--- src/rtl/srst_gate_pkg.sv ---
package srst_gate_pkg;
  localparam int DATA_W   = 32;
  localparam int SRST_BIT = 31;
  localparam int GATE_BIT = 30;
  localparam int CH_BASE  = 'h10;

  // op encoding matches addr[3:2] of the control aliases
  typedef enum logic [1:0] {
    OP_WRITE = 2'd0,
    OP_SET   = 2'd1,
    OP_CLR   = 2'd2,
    OP_TOG   = 2'd3
  } ctrl_op_e;

  // bits ordered {srst, gate}
  function automatic logic [1:0] apply_op(ctrl_op_e op, logic [1:0] cur, logic [1:0] d);
    case (op)
      OP_WRITE: apply_op = d;
      OP_SET:   apply_op = cur | d;
      OP_CLR:   apply_op = cur & ~d;
      default:  apply_op = cur ^ d;
    endcase
  endfunction
endpackage

--- src/rtl/srst_ctrl_reg.sv ---
module srst_ctrl_reg
  import srst_gate_pkg::*;
#(
  parameter int SET_DLY = 4
) (
  input  logic       clk_i,
  input  logic       rst_ni,
  input  logic       wr_i,
  input  ctrl_op_e   op_i,
  input  logic [1:0] wbits_i,
  output logic       srst_o,
  output logic       gate_o
);
  localparam int CNT_W = (SET_DLY > 1) ? $clog2(SET_DLY) : 1;
  localparam logic [CNT_W-1:0] CNT_LAST = CNT_W'(SET_DLY - 1);

  logic             srst_q, gate_q;
  logic             srst_d, gate_d;
  logic [CNT_W-1:0] cnt_q;
  logic [1:0]       nxt;

  always_comb begin
    nxt    = wr_i ? apply_op(op_i, {srst_q, gate_q}, wbits_i) : {srst_q, gate_q};
    srst_d = nxt[1];
    gate_d = nxt[0];
    // gate cannot be released while reset is still held
    if (srst_d && gate_q) gate_d = 1'b1;
    // delayed self-set once reset has been held long enough
    if (srst_d && srst_q && !gate_q && cnt_q == CNT_LAST) gate_d = 1'b1;
  end

  always_ff @(posedge clk_i or negedge rst_ni) begin
    if (!rst_ni) begin
      srst_q <= 1'b0;
      gate_q <= 1'b0;
      cnt_q  <= '0;
    end else begin
      srst_q <= srst_d;
      gate_q <= gate_d;
      if (!srst_q || gate_q)      cnt_q <= '0;
      else if (cnt_q != CNT_LAST) cnt_q <= cnt_q + 1'b1;
    end
  end

  assign srst_o = srst_q;
  assign gate_o = gate_q;
endmodule

--- src/rtl/srst_chan_bank.sv ---
module srst_chan_bank #(
  parameter int              NUM_CH     = 2,
  parameter int              CH_W       = 16,
  parameter logic [CH_W-1:0] CH_RST_VAL = '0,
  localparam int             IDX_W      = (NUM_CH > 1) ? $clog2(NUM_CH) : 1
) (
  input  logic                         clk_i,
  input  logic                         rst_ni,
  input  logic                         clr_i,
  input  logic                         en_i,
  input  logic                         wr_i,
  input  logic [IDX_W-1:0]             idx_i,
  input  logic [CH_W-1:0]              wdata_i,
  output logic [NUM_CH-1:0][CH_W-1:0]  regs_o
);
  for (genvar i = 0; i < NUM_CH; i++) begin : g_ch
    always_ff @(posedge clk_i or negedge rst_ni) begin
      if (!rst_ni)                                  regs_o[i] <= CH_RST_VAL;
      else if (clr_i)                               regs_o[i] <= CH_RST_VAL;
      else if (en_i && wr_i && idx_i == IDX_W'(i))  regs_o[i] <= wdata_i;
    end
  end
endmodule

--- src/rtl/srst_gate_ctrl.sv ---
module srst_gate_ctrl
  import srst_gate_pkg::*;
#(
  parameter int              ADDR_W     = 8,
  parameter int              SET_DLY    = 4,
  parameter int              NUM_CH     = 2,
  parameter int              CH_W       = 16,
  parameter logic [CH_W-1:0] CH_RST_VAL = '0
) (
  input  logic              clk_i,
  input  logic              rst_ni,
  input  logic              req_i,
  input  logic              we_i,
  input  logic [ADDR_W-1:0] addr_i,
  input  logic [31:0]       wdata_i,
  output logic [31:0]       rdata_o,
  output logic              chan_rst_o,
  output logic              clk_en_o
);
  localparam int IDX_W  = (NUM_CH > 1) ? $clog2(NUM_CH) : 1;
  localparam int CH_END = CH_BASE + 4 * NUM_CH;

  logic                        ctrl_hit, ch_hit;
  logic                        srst, gate;
  logic [ADDR_W-1:0]           ch_off;
  logic [IDX_W-1:0]            ch_idx;
  logic [NUM_CH-1:0][CH_W-1:0] ch_regs;

  assign ctrl_hit = (addr_i >> 4) == '0 && addr_i[1:0] == 2'b00;
  assign ch_hit   = int'(addr_i) >= CH_BASE && int'(addr_i) < CH_END && addr_i[1:0] == 2'b00;
  assign ch_off   = addr_i - ADDR_W'(CH_BASE);
  assign ch_idx   = ch_off[IDX_W+1:2];

  srst_ctrl_reg #(.SET_DLY(SET_DLY)) u_ctrl (
    .clk_i   (clk_i),
    .rst_ni  (rst_ni),
    .wr_i    (req_i && we_i && ctrl_hit),
    .op_i    (ctrl_op_e'(addr_i[3:2])),
    .wbits_i ({wdata_i[SRST_BIT], wdata_i[GATE_BIT]}),
    .srst_o  (srst),
    .gate_o  (gate)
  );

  srst_chan_bank #(
    .NUM_CH     (NUM_CH),
    .CH_W       (CH_W),
    .CH_RST_VAL (CH_RST_VAL)
  ) u_bank (
    .clk_i   (clk_i),
    .rst_ni  (rst_ni),
    .clr_i   (srst),
    .en_i    (!gate),
    .wr_i    (req_i && we_i && ch_hit),
    .idx_i   (ch_idx),
    .wdata_i (wdata_i[CH_W-1:0]),
    .regs_o  (ch_regs)
  );

  always_comb begin
    rdata_o = '0;
    if (ctrl_hit) begin
      rdata_o[SRST_BIT] = srst;
      rdata_o[GATE_BIT] = gate;
    end else if (ch_hit) begin
      rdata_o[CH_W-1:0] = ch_regs[ch_idx];
    end
  end

  assign chan_rst_o = srst;
  assign clk_en_o   = !gate;

  logic unused_w;
  assign unused_w = ^{wdata_i, ch_off};
endmodule

--- config.mk ---
export PLATFORM = sky130hd
export DESIGN_NAME = srst_gate_ctrl
export DESIGN_NICKNAME = d
export VERILOG_FILES = /design/src/rtl/srst_gate_pkg.sv /design/src/rtl/srst_ctrl_reg.sv /design/src/rtl/srst_chan_bank.sv /design/src/rtl/srst_gate_ctrl.sv
export SDC_FILE = /design/constraint.sdc
export NUM_CORES = 1
export LEC_CHECK = 0
export BUFFER_PORTS_ARGS = -buffer_cell sky130_fd_sc_hd__clkbuf_2
export CORE_UTILIZATION = 45
export DETAILED_ROUTE_END_ITERATION = 10
export GPL_TIMING_DRIVEN = 0
export PLACE_DENSITY = 0.79
export SYNTH_ARGS = -nofsm -noshare
export SYNTH_HDL_FRONTEND = slang
export SYNTH_HIERARCHICAL = 1
export SYNTH_SLANG_ARGS = --single-unit
--- constraint.sdc ---
create_clock -name clk_i -period 2.6 [get_ports clk_i]
set_clock_uncertainty 0.05 [all_clocks]
set_input_delay 0.39 -clock clk_i [delete_from_list [all_inputs] [get_ports clk_i]]
set_output_delay 0.39 -clock clk_i [all_outputs]
set_load 0.1 [all_outputs]
=== Yosys cells after proc, flatten, opt, wreduce, memory -nomap -nowiden ===
Cells that the tools add are included.

* Add/sub/neg operators: 2
* Magnitude comparators: 3
* Equal/unequal tests: 4
* Mux-type cells: 15
* Bitwise logic cells: 5
* Reduce and logical (&&, ||, !) cells: 23

{| class="wikitable"
|+ Operator list
! kind !! number
|-
| 16-bit 2-to-1 mux || 8
|-
| 1-bit logical AND || 13
|-
| 8-bit by 5-bit greater-or-equal comparator with 1-bit output, second input constant || 1
|-
| 8-bit zero test || 1
|-
| 8-bit by 5-bit less-than comparator with 1-bit output, second input constant || 1
|-
| 2-bit 2-to-1 mux || 4
|-
| 2-bit one-hot mux with 3 select lines || 1
|-
| 2-bit nonzero test || 3
|-
| 2-bit equality test, second input constant || 2
|-
| 2-bit zero test || 2
|-
| 3-bit nonzero test || 1
|-
| 3-bit by 1-bit subtractor with 3-bit output, second input constant || 1
|-
| 2-bit by 1-bit adder with 2-bit output, second input constant || 1
|-
| 2-bit AND || 1
|-
| 2-bit by 1-bit equality test with 1-bit output, second input constant || 1
|-
| 1-bit zero test || 2
|-
| 1-bit by 2-bit less-than comparator with 1-bit output, second input constant || 1
|-
| 1-bit 2-to-1 mux || 2
|-
| 2-bit inequality test, second input constant || 1
|-
| 2-bit NOT || 1
|-
| 2-bit bitwise OR || 1
|-
| 2-bit XOR || 1
|-
| 1-bit logical OR || 1
|-
| 1-bit NOT || 1
|}

* Flip-flop bits (word level): 36
* Input port bits: 44
* Output and inout port bits: 34
* Word-level logic and storage cells: 57

=== Longest topological paths before layout ===
Gate-level depths: netlist (run 1).

* Depth after elaboration: 8
* Depth in mapped cells: 6
* Gate-level depth less buffers: 5

=== Hierarchy ===
Netlist (run 1), hierarchy kept.

{| class="wikitable"
|+ By module, submodules not included
! module !! times used !! cells each !! area an instance (um^2)
|-
| srst_chan_bank || 1 || 125 || 1521.5
|-
| srst_gate_ctrl || 1 || 64 || 511.7
|-
| srst_ctrl_reg || 1 || 30 || 300.3
|}

=== Worst setup path after synthesis (run 1) ===
Ideal clock, no wire load.

* Kind: input port to output port
* Start: in addr_i[7]
* End: out rdata_o[30]
* Data arrival time: 4.096 ns
* Required time: 2.160 ns
* Path slack: -1.936 ns
* Stages: 3
* Path buffers: 1
* Path through: or3_1 clkbuf_1 nor4b_1

* Cells in the longest elaborated chain, start to end: 3

{| class="wikitable"
|+ RTL lines
! item !! line !! RTL
|-
| start, declared || srst_gate_ctrl.sv:14 || <nowiki>input logic [ADDR_W-1:0] addr_i,</nowiki>
|-
| 8-bit zero test || srst_gate_ctrl.sv:29 || <nowiki>assign ctrl_hit = (addr_i >> 4) == '0 && addr_i[1:0] == 2'b00;</nowiki>
|-
| 1-bit logical AND || srst_gate_ctrl.sv:29 ||
|-
| 2-bit 2-to-1 mux || srst_gate_ctrl.sv:61 || <nowiki>if (ctrl_hit) begin</nowiki>
|-
| end, declared || srst_gate_ctrl.sv:16 || <nowiki>output logic [31:0] rdata_o,</nowiki>
|}

No other way between the ends.

=== Final worst setup path (run 1) ===
* Start: in addr_i[7]
* End: out rdata_o[15]

* Cells in the longest elaborated chain, start to end: 5

{| class="wikitable"
|+ RTL lines
! item !! line !! RTL
|-
| 8-bit by 5-bit greater-or-equal comparator with 1-bit output / 8-bit by 5-bit less-than comparator with 1-bit output (equally long branches) || srst_gate_ctrl.sv:30 || <nowiki>assign ch_hit = int'(addr_i) >= CH_BASE && int'(addr_i) < CH_END && addr_i[1:0] == 2'b00;</nowiki>
|-
| 1-bit logical AND (2 in series) || srst_gate_ctrl.sv:30 ||
|-
| 16-bit 2-to-1 mux || srst_gate_ctrl.sv:64 || <nowiki>end else if (ch_hit) begin</nowiki>
|-
| 16-bit 2-to-1 mux * || srst_gate_ctrl.sv:61 ||
|}

Every way passes the cells marked *; elsewhere a longest branch is shown, timed or not.

==> impl_metrics.toml, run 1 <==
[clocking]
cts_max_path_buffers = 2
cts_hold_buf = 0
clk_pin_slew_ns = 0.07
postCtsSetupRepairBufs = 0
cts-root-buf = "clkbuf_8"
cts_tree = "done"
h-tree-depth = 2
cts_resized = 0
cts_buffers = 5
cts.sinks = 36
insertion_delay_ns = 0.29

[grt]
grt_pass1_vias = 1616
grt_max_degree = 37
antenna_found_initial = 0
grt_pass1_wl_um = 7520
overflow = 0
grt_use_total = 0.184

[detailed_routing]
detail_route.iter0.violations = 63
wl_per_cell_um = 13.1
ant_nets = 0
dr.pass1.iters = 4
drc = 0
routed_wirelength_um = 4650
via_per_inst = 4.68
route.vias.total = 1666

[floorplan]
fp.dieW_um = 74.0
die_h_um = 74.0
io_pins = 78
core_sq_um = 4850
initial_core_util = 0.481
rows = 25
die_area_sq_um = 5480

[sta]
hold_violations = 0
period_needed_ns = 2.46
worst_slack_ns = 0.143
post-route-period-util = 0.945
slew_headroom = 0.395
fmax_ghz = 0.407
worst_slew_pin_slew_ns = 0.907
finalSetupViolations = 0
rsz0062_at_grt = "no"
final_max_slew_viol_count = 0

[outcome]
status = "completed"

[setup_path]
path_common_cell = "clkbuf_2"
end_kind = "output port"
worstPathMaxFanout = 10
crit_path_start_kind = "primary input"
crit_required_ns = 2.16
worst_path_max_delay_cell = "clkbuf_2"
worst_ep_arrival_time_ns = 2.02
critPathKind = "primary input to output port"
worstPathCellList = "clkbuf_2, or3_1, clkbuf_1, nor3_2, clkbuf_2"
slowest_delay_ns = 0.49

[pwr]
power.total_mw = 1.36
p_leak_nw = 1.46
ir_worst_vdd_uv = 220
power_density_nw_per_um2 = 476

[yosys]
synth_area_leaders = "dfrtp_1 39%, mux2i_1 21%, nand2b_1 13%"
synth_warnings = 6
synth_cell_type_count = 32
yosysTopAreaCell = "dfrtp_1"
yosysSeqAreaShare = 0.386
syn_inst = 219
ys_top_cells_by_count = "49 x mux2i_1, 48 x nand2b_1, 36 x dfrtp_1"
synth_top_area_share = 0.386
synth_most_common_cell = "mux2i_1"
synth_edf_count = 0
ys_ff_latch = 36
netlist_area_sq_um = 2330
synth.avg_cell_area_sq_um = 10.7
ys.flop_type = "dfrtp_1"
async_flop_share = 1.00

[run]
drv_cap = 0

[place]
routabilityCongestion = 0.689
hpwl_um = 3330
post-place-ws_ns = -0.0467
dp_cells = 348
numPortBuffers = 49

[cells_and_area]
stdcell_count = 356
fin_util = 0.590
area_growth_pct = 22.7
n_antenna_cell = 0
num-nets-final = 337
drive_gt1_frac = 0.353

[worst_hold_path]
hold_class = "primary input to asynchronous set/reset pin"
-- layout make-up --
class / instances / area, sq um
multi-input combinational: 160 / 1290
tap: 67 / 83.8
inverter: 7 / 26.3
buffer: 29 / 226
sequential: 36 / 902
timing repair buffer: 49 / 245
fill: 436 / 1990
clock buffer: 8 / 90.1
-- stage by stage --
stage	setup TNS [ns]	hold WS [ns]	instance area [sq um]
finish	0	0.172	2860
global route	0	0.239	2860
CTS	0	0.190	2860
detailed placement	-0.0889	0.474	2770
global placement	-0.0552	0.460	2770
floorplan	-3.75	0.0444	2440
-- metal layers --
metal / global-route usage / up-vias / routed length (um)
li1: - / 846 / -
met1: 0.248 / 773 / 2230
met2: 0.294 / 42 / 2160
met3: 0.0434 / 5 / 182
met4: 0.0577 / 0 / 71
met5: 0 / - / 0
-- cell usage in the layout (no fill, tap or decap) --
cell type,synthesis,final
nor2b_1,2,2
xor2_1,1,1
buf_4,16,16
nand2b_2,1,1
nor2_1,5,5
nor4_1,2,1
dfrtp_1,36,35
o32ai_1,1,1
nor4b_4,0,1
a21oi_1,1,1
clkbuf_2,0,49
nor4_4,0,1
clkbuf_8,0,6
or2_2,1,1
and3b_1,1,1
dfrtp_2,0,1
inv_1,7,7
nor3_1,7,1
ha_1,5,5
buf_12,1,1
mux2i_1,49,49
or3_1,1,1
clkbuf_1,4,6
o2bb2ai_1,1,1
buf_6,5,5
conb_1,1,14
nand2_1,3,3
mux2_1,1,1
mux4_2,1,1
or4b_1,1,1
nand3_1,1,1
nand3b_1,1,1
and3_1,1,1
nor3_2,10,16
buf_2,3,3
nand2b_1,48,48
-- cell families (layout without fill, tap and decap cells) --
logic type	count (synthesis)	in the layout	share of synthesized area
simple gates	86	86	0.239
mux	51	51	0.225
flops	36	36	0.386
buf+inv	36	93	0.108
fa+ha+maj	5	5	0.0268
compound gates	3	3	0.00965
other cells	1	14	0.00161
xor+xnor	1	1	0.00375
-- registers in the layout, summed over array words and instances, names as in the netlist --
signal / flops
u_ctrl/cnt_q: 2
u_ctrl/srst_o: 1
u_ctrl/gate_o: 1
u_bank/regs_o: 32
-- where the power goes --
group	total [mW]	leakage, nW	internal, mW	switching, mW
sequential	0.604	0.495	0.585	0.0190
clock	0.405	0.0455	0.216	0.189
combinational	0.355	0.919	0.120	0.235
total	1.36	1.46	0.920	0.443
-- critical path, delay by kind of cell --
family | cells | cell delay [ns]
buffers and inverters | 3 | 0.92
AND/OR/NAND/NOR | 2 | 0.70
-- path summary, 6_finish.rpt --
path,slack (ns),endpoint,start,depth (start not counted)
min in group clk_i,0.31,u_bank/regs_o[12],wdata_i[12],3
worst min register to register,0.49,u_bank/regs_o[0],u_bank/regs_o[0],2
worst min-delay path,0.17,u_bank/regs_o[10],rst_ni,1
max in group asynchronous,1.71,u_ctrl/srst_o,rst_ni,1
worst max-delay path,0.14,rdata_o[15],addr_i[7],5
worst max register to register,1.07,u_ctrl/gate_o,u_ctrl/srst_o,5
Power figures use the tool's default switching activity.
==> run 2: changes to the inputs <==
--- a/config.mk
+++ b/config.mk
@@ -5,11 +5,11 @@
 export SDC_FILE = /design/constraint.sdc
 export NUM_CORES = 1
 export LEC_CHECK = 0
-export BUFFER_PORTS_ARGS = -buffer_cell sky130_fd_sc_hd__clkbuf_2
-export CORE_UTILIZATION = 45
+export CORE_UTILIZATION = 55
 export DETAILED_ROUTE_END_ITERATION = 10
+export DONT_BUFFER_PORTS = 1
 export GPL_TIMING_DRIVEN = 0
-export PLACE_DENSITY = 0.79
+export PLACE_DENSITY = 0.76
 export SYNTH_ARGS = -nofsm -noshare
 export SYNTH_HDL_FRONTEND = slang
 export SYNTH_HIERARCHICAL = 1
==> run 2 against run 1 <==
Compared with the run above: the flow now finishes with violations (negative setup slack); clock power shrank 11%; highest routed layer unchanged; non-clock buffer count shrank 46; first-iteration DRC count grew 1.6%; largest cell class unchanged; combinational power shrank 6.2%; critical path type is now flip-flop to output port; total power shrank 3.5%; worst setup slack lost 0.41 ns.
==> impl_metrics.toml, run 2 (same netlist as run 1, synthesis figures left out) <==
[detailed_routing]
dr_wl_met2_um = 2310
dr_wl_met3_um = 158
route.vias.total = 1545
via_per_inst = 5.31
detail_route.iter0.violations = 64
ant_nets = 0
highest_layer = "met4"
wl_per_cell_um = 16.0
routed_wirelength_um = 4650
drc = 0
met1_length_um = 2110
dr.pass1.iters = 3

[floorplan]
initial_core_util = 0.579
core_sq_um = 4030
die_area_sq_um = 4510
rows = 23
fp.dieW_um = 67.1
io_pins = 78
die_h_um = 67.1

[outcome]
status = "finished, violations left"
violations = "negative setup slack"

[setup_path]
end_kind = "output port"
worst_path_max_delay_cell = "nor4b_4"
crit_required_ns = 2.16
slowest_delay_ns = 1.26
rr_startpoint = "u_ctrl/gate_o"
worst_ep_arrival_time_ns = 2.42
critPathKind = "flip-flop to output port"
crit_path_start_kind = "flip-flop"
startpoint = "u_ctrl/gate_o"
worstPathMaxFanout = 6
rr_worst_depth = 4
worstPathCellList = "inv_1, nor4b_4"
r2r_slack_ns = 0.61
regToRegEndpoint = "u_bank/regs_o[2]"

[cells_and_area]
n_antenna_cell = 0
stdcell_count = 291
largest_reg_flops = 32
registers.top_by_ff_count = "u_bank/regs_o"
design_area_sq_um = 2740
ff_latch_area_sq_um = 905
final_common_cell = "mux2i_1"
area_growth_pct = 17.5
mostFrequentLayoutCells = "49 x mux2i_1, 48 x nand2b_1, 35 x dfrtp_1"
drive_gt1_frac = 0.241
multiInputGateArea_sq_um = 1390
n_fill_cell = 318
num-nets-final = 291
reg_top3 = "u_bank/regs_o x32, u_ctrl/cnt_q x2"

[place]
numPortBuffers = 0
dp_cells = 282
post_dp_cell_area_sq_um = 2610
routabilityCongestion = 0.727
hpwl_um = 3310

[sta]
post-route-period-util = 1.10
worst_slew_pin_slew_ns = 1.33
hold_violations = 0
slew_headroom = 0.108
finalSetupTns_ns = -0.265
final_max_slew_viol_count = 0
period_needed_ns = 2.86
rsz0062_at_grt = "yes"
finalSetupViolations = 1
worst_slack_ns = -0.265
fmax_ghz = 0.349

[worst_hold_path]
hold_end = "u_bank/regs_o[22]"
worstHoldStart = "wdata_i[6]"
holdPathStages = 2
hold_class = "primary input to flip-flop"

[clocking]
cts_tree = "done"
clk_pin_slew_ns = 0.07
cts_buffers = 5
h-tree-depth = 2
cts-root-buf = "clkbuf_8"
cts.sinks = 36
cts_max_path_buffers = 2
insertion_delay_ns = 0.29

[grt]
grt_use_total = 0.221
grt_pass1_wl_um = 7090
overflow = 0
grt_pass1_vias = 1493
antenna_found_initial = 0
grt_max_degree = 37

[run]
drv_cap = 0

[pwr]
ir_worst_vdd_uv = 369
power_density_nw_per_um2 = 480
p_leak_nw = 1.49
run 2: routing by layer:
layer	GRT usage	up-vias
li1	-	763
met1	0.291	738
met2	0.359	36
met3	0.0473	8
met4	0.0798	0
met5	0	-
run 2: critical path, delay by kind of cell (launching register included):
kind | cells | cell delay, ns
AND/OR/NAND/NOR | 1 | 1.26
flip-flops | 1 | 0.40
buffers and inverters | 1 | 0.47
run 2: worst max-delay path by stage:
stage                  endpoint  slack, ns  depth (start not counted)
finish              rdata_o[30]      -0.26                          2
global route        rdata_o[30]      -0.35                          2
CTS                 rdata_o[30]      -0.27                          2
detailed placement  rdata_o[31]      -0.29                          3
global placement     rdata_o[7]      -0.35                          3
floorplan           rdata_o[10]      -0.27                          4
run 2: final cells by class:
class                           count  area share
Timing Repair Buffer                3      0.0128
Clock buffer                        6      0.0265
Inverter                            7     0.00958
Tap cell                           50      0.0228
Sequential cell                    36       0.330
Buffer                             29      0.0904
Multi-Input combinational cell    160       0.508
run 2: stage by stage:
| step | worst slack [ns] | hold WS, ns | power [mW] | util |
|---|---|---|---|---|
| after floorplan | -0.267 | 0.0444 | 0.890 | - |
| after global placement | -0.352 | 0.0455 | 0.927 | 0.622 |
| after detailed placement | -0.293 | 0.0458 | 0.942 | 0.647 |
| after CTS | -0.266 | 0.223 | 1.32 | 0.676 |
| after global routing | -0.347 | 0.237 | 1.36 | 0.680 |
| final | -0.265 | 0.224 | 1.32 | 0.680 |
run 2: repair_timing:
action / 4_1_cts / 5_1_grt
endpoints found under the setup margin: 18 / 12
endpoints found under the hold margin: 36 / 0
setup buffers: 0 / 1
pin swaps: 2 / 2
gates resized for setup: 6 / 5
hold buffers: 2 / 0
run 2: power breakdown:
part	total (mW)	switching (mW)	internal (mW)
Clock	0.362	0.184	0.178
Sequential	0.620	0.0342	0.586
Combinational	0.333	0.223	0.111
Total	1.32	0.440	0.875
==> run 3: changes to the inputs <==
--- a/config.mk
+++ b/config.mk
@@ -9,7 +9,7 @@
 export DETAILED_ROUTE_END_ITERATION = 10
 export DONT_BUFFER_PORTS = 1
 export GPL_TIMING_DRIVEN = 0
-export PLACE_DENSITY = 0.76
+export PLACE_DENSITY_LB_ADDON = 0.3
 export SYNTH_ARGS = -nofsm -noshare
 export SYNTH_HDL_FRONTEND = slang
 export SYNTH_HIERARCHICAL = 1
==> run 3 against run 2 <==
Compared with the run above: the flow still finishes with violations (negative setup slack); final area grew 0.41%; clock power grew 18%; first-iteration DRC count fell by 13%; sequential share of layout area down 0.13 points; final cell count increased by 0.34%; global-route usage rose by 0.38 points; fmax up 0.53%; non-clock buffer count is the same; total power rose by 4.7%.
==> impl_metrics.toml, run 3 (same netlist as run 1, synthesis figures left out) <==
[cells_and_area]
area_growth_pct = 18.0
n_antenna_cell = 0
n_fill_cell = 324
ff_latch_area_sq_um = 905
registers.top_by_ff_count = "u_bank/regs_o"
final_common_cell = "mux2i_1"
mostFrequentLayoutCells = "49 x mux2i_1, 48 x nand2b_1, 35 x dfrtp_1"
stdcell_count = 292
reg_top3 = "u_bank/regs_o x32, u_ctrl/cnt_q x2"
fin_util = 0.683
num-nets-final = 291
design_area_sq_um = 2750
largest_reg_flops = 32
multiInputGateArea_sq_um = 1390
drive_gt1_frac = 0.244

[sta]
hold_violations = 0
final_max_slew_viol_count = 0
worst_slack_ns = -0.250
worst_slew_pin_slew_ns = 1.33
finalSetupTns_ns = -0.250
holdWs_ns = 0.221
period_needed_ns = 2.85
fmax_ghz = 0.351
slew_headroom = 0.106
finalSetupViolations = 1
post-route-period-util = 1.10
rsz0062_at_grt = "yes"

[setup_path]
end_kind = "output port"
startpoint = "u_ctrl/gate_o"
crit_path_start_kind = "flip-flop"
worst_ep_arrival_time_ns = 2.41
rr_worst_depth = 4
critPathKind = "flip-flop to output port"
rr_startpoint = "u_ctrl/gate_o"
crit_required_ns = 2.16
worstPathMaxFanout = 6

[clocking]
cts_tree = "done"
insertion_delay_ns = 0.28
cts_buffers = 5
h-tree-depth = 2
clk_pin_slew_ns = 0.07
cts_max_path_buffers = 2
cts-root-buf = "clkbuf_8"
cts.sinks = 36

[grt]
grt_pass1_vias = 1520
overflow = 0
grt_use_total = 0.225
grt_max_degree = 37
grt_pass1_wl_um = 7300
antenna_found_initial = 0

[detailed_routing]
wl_per_cell_um = 15.5
ant_nets = 0
detail_route.iter0.violations = 56
drc = 0
dr_wl_met2_um = 2170
met1_length_um = 2100
dr.pass1.iters = 4
route.vias.total = 1533
highest_layer = "met4"
routed_wirelength_um = 4540
via_per_inst = 5.25
dr_wl_met3_um = 213

[worst_hold_path]
worstHoldStart = "wdata_i[14]"
hold_class = "primary input to flip-flop"
holdPathStages = 2

[pwr]
ir_worst_vdd_uv = 366
intPower_uw = 931
switching_share = 0.324
pwr-share-clk = 0.309
seqPwrFrac = 0.450
power.total_mw = 1.38
p_leak_nw = 1.49
power_density_nw_per_um2 = 500
power_switching_uw = 446
pwr-share-comb = 0.240

[place]
dp_cells = 282
post_dp_cell_area_sq_um = 2610
numPortBuffers = 0
routabilityCongestion = 0.665
post-place-ws_ns = -0.280
hpwl_um = 3160

[floorplan]
die_area_sq_um = 4510
core_sq_um = 4030
io_pins = 78
initial_core_util = 0.579
rows = 23
fp.dieW_um = 67.1
die_h_um = 67.1

[outcome]
status = "finished, violations left"
violations = "negative setup slack"

[run]
drv_cap = 0
run 3: final timing paths:
kind                                      to  slack, ns
max                              rdata_o[30]      -0.25
min                        u_bank/regs_o[14]       0.22
max reg2reg                u_bank/regs_o[25]       0.63
min reg2reg                u_bank/regs_o[26]       0.49
max in group asynchronous      u_ctrl/srst_o       1.80
min in group asynchronous   u_bank/regs_o[0]       0.50
run 3: repair_timing:
action	4_1_cts	5_1_grt
setup buffers	0	1
setup endpoints to repair	18	6
pin swaps	2	3
hold endpoints to repair	36	0
hold buffers	2	0
gates cloned	0	0
gates resized for setup	6	2
run 3: per-layer routing:
layer  GRT usage  vias to the layer above
met2       0.359                       37
met1       0.295                      739
met4      0.0745                        0
met3      0.0642                        5
li1            -                      752
met5           0                        -
run 3: power groups by stage:
stage / sequential (mW) / clock (mW) / combinational (mW)
CTS: 0.622 / 0.430 / 0.329
global placement: 0.630 / 0 / 0.295
finish: 0.620 / 0.426 / 0.331
detailed placement: 0.631 / 0 / 0.309
floorplan: 0.625 / 0 / 0.265
global route: 0.622 / 0.459 / 0.355
run 3: layout make-up:
| class | instances | share of cell area |
|---|---|---|
| Tap cell | 50 | 0.0227 |
| Sequential cell | 36 | 0.329 |
| Clock buffer | 7 | 0.0350 |
| Inverter | 7 | 0.00955 |
| Timing Repair Buffer | 3 | 0.0127 |
| Buffer | 29 | 0.0868 |
| Multi-Input combinational cell | 160 | 0.505 |
run 3: worst max-delay path, stage by stage (launching register included):
cell     delay, ns
dfrtp_1       0.39
inv_1         0.47
nor4b_4       1.26
